==> src/rtl/kl_pkg.sv <==
package kl_pkg;
  typedef enum logic [1:0] {
    BOOT_IDLE,
    BOOT_REQ,
    BOOT_WAIT,
    BOOT_DONE
  } boot_state_e;
endpackage

==> src/rtl/key_shift_chain.sv <==
module key_shift_chain #(
  parameter int KEY_W  = 32,
  parameter int WORD_W = 8
) (
  input  logic              clk_i,
  input  logic              rst_ni,
  input  logic              ser_en_i,
  input  logic              ser_bit_i,
  input  logic              word_en_i,
  input  logic [WORD_W-1:0] word_i,
  output logic [KEY_W-1:0]  key_o,
  output logic              full_o
);
  localparam int CNT_W = $clog2(KEY_W + 1);

  logic [KEY_W-1:0] key_q;
  logic [CNT_W-1:0] cnt_q;

  assign full_o = (cnt_q == CNT_W'(KEY_W));
  assign key_o  = key_q;

  always_ff @(posedge clk_i or negedge rst_ni) begin
    if (!rst_ni) begin
      key_q <= '0;
      cnt_q <= '0;
    end else if (!full_o) begin
      if (word_en_i) begin
        key_q <= {key_q[KEY_W-WORD_W-1:0], word_i};
        cnt_q <= cnt_q + CNT_W'(WORD_W);
      end else if (ser_en_i) begin
        key_q <= {key_q[KEY_W-2:0], ser_bit_i};
        cnt_q <= cnt_q + 1'b1;
      end
    end
  end
endmodule

==> src/rtl/key_boot_loader.sv <==
module key_boot_loader
  import kl_pkg::*;
#(
  parameter int NWORDS  = 4,
  parameter int WORD_W  = 8,
  parameter int BOOT_AW = 2
) (
  input  logic               clk_i,
  input  logic               rst_ni,
  input  logic               enable_i,
  input  logic               chain_full_i,
  output logic               req_valid_o,
  input  logic               req_ready_i,
  output logic [BOOT_AW-1:0] req_addr_o,
  input  logic               rsp_valid_i,
  input  logic [WORD_W-1:0]  rsp_data_i,
  output logic               word_en_o,
  output logic [WORD_W-1:0]  word_o
);
  boot_state_e       state_q, state_d;
  logic [BOOT_AW-1:0] addr_q, addr_d;

  always_comb begin
    state_d   = state_q;
    addr_d    = addr_q;
    word_en_o = 1'b0;
    unique case (state_q)
      BOOT_IDLE: if (enable_i && !chain_full_i) state_d = BOOT_REQ;
      BOOT_REQ:  if (req_ready_i) state_d = BOOT_WAIT;
      BOOT_WAIT: if (rsp_valid_i) begin
        word_en_o = 1'b1;
        if (addr_q == BOOT_AW'(NWORDS - 1)) state_d = BOOT_DONE;
        else begin
          addr_d  = addr_q + 1'b1;
          state_d = BOOT_REQ;
        end
      end
      default: state_d = BOOT_DONE;
    endcase
  end

  always_ff @(posedge clk_i or negedge rst_ni) begin
    if (!rst_ni) begin
      state_q <= BOOT_IDLE;
      addr_q  <= '0;
    end else begin
      state_q <= state_d;
      addr_q  <= addr_d;
    end
  end

  assign req_valid_o = (state_q == BOOT_REQ);
  assign req_addr_o  = addr_q;
  assign word_o      = rsp_data_i;
endmodule

==> src/rtl/key_lock_gate.sv <==
module key_lock_gate #(
  parameter int              KEY_W      = 32,
  parameter int              BUS_W      = 16,
  parameter int              CHK_W      = 16,
  parameter logic [CHK_W-1:0] EXPECT_CHK = 16'h517E,
  parameter logic [BUS_W-1:0] SEED       = 16'h5A3C
) (
  input  logic [KEY_W-1:0] key_i,
  input  logic             loaded_i,
  input  logic [BUS_W-1:0] bus_i,
  output logic             functional_o,
  output logic [BUS_W-1:0] bus_o
);
  localparam int NCH = KEY_W / CHK_W;

  logic [CHK_W-1:0] chk;
  logic [BUS_W-1:0] rev;

  always_comb begin
    chk = '0;
    for (int i = 0; i < NCH; i++)
      chk = {chk[CHK_W-4:0], chk[CHK_W-1:CHK_W-3]} ^ key_i[i*CHK_W +: CHK_W];
  end

  for (genvar g = 0; g < BUS_W; g++) begin : g_rev
    assign rev[g] = bus_i[BUS_W-1-g];
  end

  assign functional_o = loaded_i && (chk == EXPECT_CHK);
  assign bus_o = functional_o ? bus_i : (rev ^ key_i[BUS_W-1:0] ^ SEED);
endmodule

==> src/rtl/key_lock_top.sv <==
module key_lock_top #(
  parameter int               KEY_W      = 32,
  parameter int               WORD_W     = 8,
  parameter int               BUS_W      = 16,
  parameter int               CHK_W      = 16,
  parameter logic [CHK_W-1:0] EXPECT_CHK = 16'h517E,
  parameter logic [BUS_W-1:0] SEED       = 16'h5A3C,
  parameter int               BOOT_AW    = (KEY_W / WORD_W > 1) ? $clog2(KEY_W / WORD_W) : 1
) (
  input  logic               clk_i,
  input  logic               rst_ni,
  input  logic               boot_mode_i,
  input  logic               key_bit_i,
  input  logic               key_valid_i,
  input  logic               key_clk_en_i,
  output logic               req_valid_o,
  input  logic               req_ready_i,
  output logic [BOOT_AW-1:0] req_addr_o,
  input  logic               rsp_valid_i,
  input  logic [WORD_W-1:0]  rsp_data_i,
  input  logic [BUS_W-1:0]   bus_i,
  output logic [BUS_W-1:0]   bus_o,
  output logic [KEY_W-1:0]   key_o,
  output logic               key_loaded_o,
  output logic               functional_o
);
  localparam int NWORDS = KEY_W / WORD_W;

  logic              ser_en, word_en, full;
  logic [WORD_W-1:0] word;

  assign ser_en = key_valid_i & key_clk_en_i & ~boot_mode_i;

  key_shift_chain #(.KEY_W(KEY_W), .WORD_W(WORD_W)) u_chain (
    .clk_i     (clk_i),
    .rst_ni    (rst_ni),
    .ser_en_i  (ser_en),
    .ser_bit_i (key_bit_i),
    .word_en_i (word_en),
    .word_i    (word),
    .key_o     (key_o),
    .full_o    (full)
  );

  key_boot_loader #(.NWORDS(NWORDS), .WORD_W(WORD_W), .BOOT_AW(BOOT_AW)) u_boot (
    .clk_i        (clk_i),
    .rst_ni       (rst_ni),
    .enable_i     (boot_mode_i),
    .chain_full_i (full),
    .req_valid_o  (req_valid_o),
    .req_ready_i  (req_ready_i),
    .req_addr_o   (req_addr_o),
    .rsp_valid_i  (rsp_valid_i),
    .rsp_data_i   (rsp_data_i),
    .word_en_o    (word_en),
    .word_o       (word)
  );

  key_lock_gate #(
    .KEY_W(KEY_W), .BUS_W(BUS_W), .CHK_W(CHK_W),
    .EXPECT_CHK(EXPECT_CHK), .SEED(SEED)
  ) u_gate (
    .key_i        (key_o),
    .loaded_i     (full),
    .bus_i        (bus_i),
    .functional_o (functional_o),
    .bus_o        (bus_o)
  );

  assign key_loaded_o = full;
endmodule

==> config.mk <==
export PLATFORM = sky130hd
export DESIGN_NAME = key_lock_top
export DESIGN_NICKNAME = d
export VERILOG_FILES = /design/src/rtl/kl_pkg.sv /design/src/rtl/key_shift_chain.sv /design/src/rtl/key_boot_loader.sv /design/src/rtl/key_lock_gate.sv /design/src/rtl/key_lock_top.sv
export SDC_FILE = /design/constraint.sdc
export NUM_CORES = 1
export LEC_CHECK = 0
export BUFFER_PORTS_ARGS = -buffer_cell sky130_fd_sc_hd__clkbuf_2
export CORE_AREA = 2 2 75 70
export DETAILED_ROUTE_END_ITERATION = 16
export DIE_AREA = 0 0 77 72
export PLACE_DENSITY_LB_ADDON = 0.12
export SYNTH_ARGS = -nofsm -noshare
export SYNTH_HDL_FRONTEND = slang
export SYNTH_SLANG_ARGS = --single-unit
export TNS_END_PERCENT = 30
==> constraint.sdc <==
create_clock -name clk_i -period 6.5 [get_ports clk_i]
set_input_delay 1.625 -clock clk_i [delete_from_list [all_inputs] [get_ports clk_i]]
set_output_delay 1.625 -clock clk_i [all_outputs]
set_load 0.1 [all_outputs]
# Word level (Yosys, flattened, before mapping)
# Cells that the tools add are included.
# classes
order_cmp	0
bitwise	8
n_reduce_logical	8
eq_ne	8
n_mul	0
muxes	12
shifts	0
addsub	3
div_mod_pow	0
# ops
operator	n
32-bit 2-to-1 mux	2
16-bit XOR	2
16-bit by 15-bit == test with 1-bit output (second input constant)	1
16-bit 2-to-1 mux	1
6-bit 2-to-1 mux	2
2-bit 2-to-1 mux	4
8-bit NOT	1
6-bit by 1-bit adder with 6-bit output (second input constant)	1
6-bit by 4-bit adder with 6-bit output (second input constant)	1
6-bit == test (second input constant)	1
2-bit case mux with 3 select lines	1
3-bit AND reduction	2
2-bit == test (second input constant)	2
2-bit by 1-bit inequality test with 1-bit output (second input constant)	2
1-bit NOT	3
2-bit by 1-bit adder with 2-bit output (second input constant)	1
1-bit bitwise AND	2
2-bit by 1-bit == test with 1-bit output (second input constant)	1
1-bit logical AND	2
2-bit zero test	1
1-bit 2-to-1 mux	2
2-bit inequality test (second input constant)	1
2-bit AND reduction	1
2-bit nonzero test	1
1-bit zero test	1
# word_totals
mem_bits_rw	0
latch_bits	0
input_bits	32
wordCells	43
register_bits	42
rom_bits	0
mem_count	0

# Longest topological paths before layout
# Gate-level depths: netlist of run 1.
# logic_depth
depth_word	5
mapped_depth	8
mapped_depth_nobuf	7

# By module
# Synthesis of run 1 repeated with hierarchy kept, for this count alone.
# hier_totals
hier_cells	340
hier_area_um2	3438.3
# modules_own_cells
mod	area_per_inst_um2	n_inst	cells_each	seq_area_each_um2
key_shift_chain	2542.4	1	249	950.9
key_lock_gate	616.8	1	65	0.0
key_boot_loader	270.3	1	25	100.1
key_lock_top	8.8	1	1	0.0

# Worst setup path after synthesis of run 1
# No wires, ideal clock.
# synth_path
path_type	register -> output
startpoint	register u_chain.cnt_q[2]
endpoint	output bus_o[10]
n_path_buf	1
slack_ps	1914
stages_incl_launch_ff	7
required_ps	4875
t_arrival_ps	2961
cell_sequence	dfrtp_1 > or3_1 > nor2_4 > nand2_1 > nor4_4 > buf_6 > mux2_2
# synth_between
elab_chain_cells	3
# synth_rtl
element	line	text
from (decl)	key_shift_chain.sv:17	logic [CNT_W-1:0] cnt_q;
from (signal assigned)	key_shift_chain.sv:29	cnt_q <= cnt_q + CNT_W'(WORD_W);
from (signal assigned)	key_shift_chain.sv:32	cnt_q <= cnt_q + 1'b1;
6-bit == test	key_shift_chain.sv:19	assign full_o = (cnt_q == CNT_W'(KEY_W));
named net key_loaded_o	key_lock_top.sv:24	output logic key_loaded_o,
1-bit logical AND	key_lock_gate.sv:29	assign functional_o = loaded_i && (chk == EXPECT_CHK);
named net functional_o	key_lock_top.sv:25	output logic functional_o
16-bit 2-to-1 mux	key_lock_gate.sv:30	assign bus_o = functional_o ? bus_i : (rev ^ key_i[BUS_W-1:0] ^ SEED);
to (decl)	key_lock_top.sv:22	output logic [BUS_W-1:0] bus_o,
# The timed path passes the listed nets, and every way through them passes these cells.

# Worst setup path after layout of run 1
# layout_path
startpoint	register u_chain.cnt_q[2]
endpoint	output bus_o[13]
# layout_between
elab_chain_cells	3
# layout_rtl
element	line
6-bit == test	key_shift_chain.sv:19
1-bit logical AND	key_lock_gate.sv:29
16-bit 2-to-1 mux	key_lock_gate.sv:30
# Every way passes these cells.

==> qor.txt, run 1 <==
Status -> completed
Crit Path Class -> reg -> out
Sink count of the clock tree -> 42
Netlist Area Pre-Place -> 2490 um^2
Aggregate global routing overflow -> 0
Share of post-route cells with drive strength above 1 -> 35.4%
Slew Limit Headroom -> 30.7%
Worst Max-Slew Pin Slew -> 1030 ps
DRT antenna net count -> 0
Half-perimeter wire length after placement -> 4290 um
Vertical die dimension -> 72 um
Number of global-route vias before repair -> 1834
Type of the most critical hold path -> reg -> reg
GR Util met2 -> 33.8%
Critical R2R Launch -> u_boot.state_q[0]
Met3 Resource Use GR -> 4.48%
Width of the chip -> 77 um
Number of I/O pins -> 85
Clock transition at the registers of the reported paths -> 80 ps
Top cells by area in the synthesized netlist -> sky130_fd_sc_hd__dfrtp_1, sky130_fd_sc_hd__mux2i_1, sky130_fd_sc_hd__mux2_2
Cell-by-cell trace of the critical path -> or3_1 > nor2_4 > nand2_1 > nor4_4 > mux2_2 > clkbuf_2
Worst stage delay on the critical path -> 920 ps
Maximum number of pins on one net before global-route repair -> 43
Proportion of synthesized chip area in sequential cells -> 42.1%
Reported max-cap violation count -> 0
CTS root buffer -> sky130_fd_sc_hd__clkbuf_8
Reg area -> 1050 um^2
Number of cells on the worst hold path -> 1
Gr busiest metal -> met2
Met1 usage in global routing -> 33.4%
Reg2Reg Setup Slack -> 3990 ps
FF-to-FF path depth -> 5
DR iter-0 viols -> 182
WL per Instance -> 15.2 um
Area post-placement -> 2970 um^2
Worst path required time -> 4880 ps
Number of fill cells -> 413
Final total negative setup slack -> 0 ps
Wire length of the first global-routing pass -> 9580 um
CTS tree -> built
Average cell area after synthesis -> 10.2 um^2
Area of the die -> 5540 um^2
Total Nets Final -> 360
Area fraction of the dominant cell type after synthesis -> 42.1%
Number of antenna violations at the first check in global routing -> 0
Weighted congestion at the end of routability-driven global placement -> 0.825
Cell count after synthesis -> 244
Signed area change from the synthesized netlist to the final layout -> 22.4%
CP max stage cell -> sky130_fd_sc_hd__nor4_4
Post-Layout Inst Area -> 3050 um^2
Unrepaired setup endpoints after global routing -> false
CTS Hold Bufs -> 0
Largest buffer count on any clock path -> 2
Fin Clk Skew -> 8.74 ps
Final slew viol count -> 0
Ant diodes -> 0
Largest fanout on the critical path -> 17
Min Clock Period, post-route -> 4800 ps
Placeable core region -> 4740 um^2
Combined area of the multi-input logic cells -> 1400 um^2
Initial DRT Pass Iterations -> 4
Worst skew pair latency -> 300 ps
Area leader, netlist -> sky130_fd_sc_hd__dfrtp_1
Worst-case hold path end point -> u_chain.cnt_q[5]
Capture point of the worst reg-to-reg path -> u_chain.key_o[0]
Part of the cycle the worst path needs -> 73.9%
Number of hold-slack violations in the final timing report -> 0
Max Clock Freq -> 208 MHz
I/O Buffers -> 84
Initial core utilization -> 52.6%
Yosys warning count -> 0
Data arrival, critical path -> 3180 ps
Inserted Clock Buffers -> 5
Vias/cell -> 5.19
Total via count after detailed routing -> 2023
Post-cts gate resize count -> 0
Kind of start point of the critical path -> flop
Total setup buffers inserted after CTS -> 0
Setup violators final -> 0
Row count -> 24
Level count of the clock H-tree -> 2
Number of synthesized register bits -> 42
Post-route DRC violation count -> 0
Total Routed Length -> 5930 um
Number of different library cells in the post-synthesis netlist -> 25
Critical Path End Type -> output pin
Net count of the mapped netlist -> 280
Launch instance of the worst min-delay path -> u_chain.cnt_q[5]
Total routing resource utilization after global routing -> 22.2%
[kinds of logic after synthesis]
group | after synthesis | synth area share [%]
xor+xnor | 38 | 13.3
simple gates | 56 | 11.1
compound gates | 39 | 7.92
buf+inv | 15 | 2.56
mux | 50 | 21.0
fa+ha+maj | 4 | 2.01
flops | 42 | 42.1
[cell usage in the layout, fill, tap and decap left out, types with 3 or more instances in the layout]
| cell | netlist | final |
|---|---|---|
| sky130_fd_sc_hd__clkbuf_2 | 0 | 84 |
| sky130_fd_sc_hd__dfrtp_1 | 42 | 42 |
| sky130_fd_sc_hd__nand2_1 | 39 | 39 |
| sky130_fd_sc_hd__o21ai_0 | 36 | 36 |
| sky130_fd_sc_hd__mux2i_1 | 32 | 32 |
| sky130_fd_sc_hd__xnor2_1 | 20 | 20 |
| sky130_fd_sc_hd__xor2_1 | 18 | 18 |
| sky130_fd_sc_hd__mux2_2 | 18 | 18 |
| sky130_fd_sc_hd__clkbuf_8 | 0 | 5 |
| sky130_fd_sc_hd__nand4_1 | 4 | 4 |
| sky130_fd_sc_hd__ha_1 | 4 | 4 |
| sky130_fd_sc_hd__inv_1 | 3 | 3 |
[through the flow]
step / util (%) / hold slack [ps] / cells / setup slack, ps
floorplan: - / 445 / 244 / 1910
global placement: 62.5 / 465 / 382 / 2090
detailed placement: 62.5 / 471 / 382 / 2000
CTS: 64.3 / 483 / 390 / 1670
global route: 64.3 / 490 / 390 / 1520
finish: 64.3 / 480 / 390 / 1700
[worst max path at each step]
stage	cells past startpoint	from	slack [ps]	end
floorplan	6	u_chain.cnt_q[2]	1910	bus_o[10]
global placement	6	u_chain.cnt_q[2]	2090	bus_o[7]
detailed placement	6	u_chain.cnt_q[2]	2000	bus_o[13]
CTS	6	u_chain.cnt_q[2]	1670	bus_o[13]
global route	6	u_chain.cnt_q[2]	1520	bus_o[10]
finish	6	u_chain.cnt_q[2]	1700	bus_o[13]
[routing by layer]
layer  up-vias  share of wire [%]
met1       951                 47
met3         4                6.7
met2        68                 45
met5         -                  0
met4         0               0.61
li1       1000                  -
[sequential cells by signal, summed over array words and instances (netlist names)]
name	flops
u_chain.key_o	32
u_boot.req_addr_o	2
u_chain.cnt_q	6
u_boot.state_q	2
[layout make-up]
class	instances	share of cell area, %
Multi-Input combinational cell	187	45.7
Sequential cell	42	34.4
Timing Repair Buffer	85	14.0
Tap cell	65	2.66
Clock buffer	6	2.38
Clock inverter	2	0.451
Inverter	3	0.369
[cells in the mapped netlist (all sizes together)]
cell	n
a21oi	1
and2b	1
and3b	2
buf	1
clkbuf	11
dfrtp	42
ha	4
inv	3
mux2	18
mux2i	32
nand2	39
nand2b	1
nand3	2
nand3b	1
nand4	4
nor2	2
nor2b	1
nor4	2
o21ai	36
o22ai	2
or3	1
xnor2	20
xor2	18
[critical path: cells and delay by family (launching register included)]
kind	cells	cell delay (ps)
DFF	1	430
buffers and inverters	1	370
muxes	1	430
and+or+nand+nor	4	1650
Power of run 1 is left out: the tool's default activity adds up to more than one toggle a clock period on the data nets, which glitch-free logic cannot reach.
==> run 2, diff against run 1 <==
CORE_AREA = 2 2 78 73   (was 2 2 75 70)
DIE_AREA = 0 0 80 75   (was 0 0 77 72)
clock period = 5 ns   (was 6.5 ns; I/O delays follow)
==> run 2 against run 1 <==
Die area is 8.2% higher. Critical path depth rose by 1. First-iteration DRC count decreased by 45%. Global-route usage fell by 1.8 points. Cell count grew 0.51%. Clock-buffer cell count stayed put. Flip-flop and latch count unchanged. Utilization decreased by 4.6 points. Design area is 0.45% higher. Highest routed layer unchanged.
==> qor.txt, run 2 (synthesized netlist as in run 1, its figures left out) <==
Status -> completed
Largest fanout on the critical path -> 17
Data arrival, critical path -> 2720 ps
Cell-by-cell trace of the critical path -> or3_1 > nor2_4 > nand2_1 > nor4_4 > buf_4 > mux2_2 > clkbuf_2
Worst skew pair latency -> 280 ps
Aggregate global routing overflow -> 0
WL per Instance -> 15.0 um
CP max stage cell -> sky130_fd_sc_hd__or3_1
Part of the cycle the worst path needs -> 79.5%
Min Clock Period, post-route -> 3970 ps
Vias/cell -> 5.17
Number of I/O pins -> 85
Half-perimeter wire length after placement -> 4360 um
Post-cts gate resize count -> 0
I/O Buffers -> 84
Setup violators final -> 0
Total routing resource utilization after global routing -> 20.4%
Area of the die -> 6000 um^2
DRT antenna net count -> 0
Wire length of the first global-routing pass -> 9320 um
Worst path required time -> 3750 ps
Ant diodes -> 0
Clock transition at the registers of the reported paths -> 70 ps
Number of hold-slack violations in the final timing report -> 0
Width of the chip -> 80 um
Fin Clk Skew -> 5.62 ps
Initial core utilization -> 48.6%
Critical Path End Type -> output pin
Row count -> 25
CTS root buffer -> sky130_fd_sc_hd__clkbuf_8
Post-route DRC violation count -> 0
Sink count of the clock tree -> 42
Weighted congestion at the end of routability-driven global placement -> 0.766
Number of antenna violations at the first check in global routing -> 0
Largest buffer count on any clock path -> 2
Kind of start point of the critical path -> flop
Crit Path Class -> reg -> out
Worst stage delay on the critical path -> 470 ps
Signed area change from the synthesized netlist to the final layout -> 22.9%
Worst Max-Slew Pin Slew -> 1030 ps
Share of post-route cells with drive strength above 1 -> 35.7%
Total Routed Length -> 5880 um
Final core utilization -> 59.8%
Initial DRT Pass Iterations -> 4
Unrepaired setup endpoints after global routing -> false
Number of global-route vias before repair -> 1874
Type of the most critical hold path -> reg -> reg
CTS Hold Bufs -> 0
Total Nets Final -> 362
Leading cell type in the layout, fill and taps excluded -> sky130_fd_sc_hd__clkbuf_2
Number of flip-flops under the largest register name -> 32
Top library cells by usage in the layout, fill and taps aside -> sky130_fd_sc_hd__clkbuf_2, sky130_fd_sc_hd__dfrtp_1, sky130_fd_sc_hd__nand2_1
DR iter-0 viols -> 101
Max Clock Freq -> 252 MHz
Reported max-cap violation count -> 0
Inserted Clock Buffers -> 5
Final total negative setup slack -> 0 ps
Final slew viol count -> 0
Slew Limit Headroom -> 31.2%
Vertical die dimension -> 75 um
Total via count after detailed routing -> 2027
Maximum number of pins on one net before global-route repair -> 43
Number of cells on the worst hold path -> 1
Placeable core region -> 5130 um^2
CTS tree -> built
Total setup buffers inserted after CTS -> 0
FF-to-FF path depth -> 6
Level count of the clock H-tree -> 2
run 2: cell count changes in the layout (fill, tap and decap cells not counted), sizes merged:
| cell | change |
|---|---|
| clkinv | -2 |
| buf | +2 |
run 2: area by class of cell:
type	count	area [um^2]
clock buffer	6	82.6
tap	67	83.8
sequential	42	1050
multi-input combinational	187	1400
fill	445	2060
inverter	3	11.3
timing repair buffer	87	443
run 2: final timing paths:
check	slack [ps]	start	to
setup / recovery	1030	u_chain.cnt_q[2]	bus_o[5]
hold / removal	480	u_chain.cnt_q[5]	u_chain.cnt_q[5]
setup reg to reg	2730	u_boot.state_q[0]	u_chain.cnt_q[1]
hold reg to reg	480	u_chain.cnt_q[5]	u_chain.cnt_q[5]
max in group asynchronous	3230	rst_ni	u_chain.key_o[11]
min in group asynchronous	1130	rst_ni	u_boot.req_addr_o[0]
run 2: critical path: cells and delay by family (launching register included):
family,cells,cell delay (ps)
muxes,1,370
DFF,1,420
buffers and inverters,2,650
and+or+nand+nor,4,990
run 2: metal layers:
| metal | vias up | wire length, um | GRT usage, % |
|---|---|---|---|
| met4 | 0 | 59 | 5.27 |
| met3 | 5 | 454 | 4.80 |
| met2 | 67 | 2640 | 32.1 |
| met5 | - | 0 | 0 |
| met1 | 954 | 2730 | 28.9 |
| li1 | 1001 | - | - |
run 2: through the flow:
step	area [um^2]	worst slack (ps)	cells	hold WS (ps)
after floorplan	2490	789	244	445
after global placement	2980	1360	386	463
after detailed placement	2980	1330	386	475
after CTS	3070	1010	392	486
after global routing	3070	907	392	515
final	3070	1030	392	484
Power of run 2 is left out for the same reason.
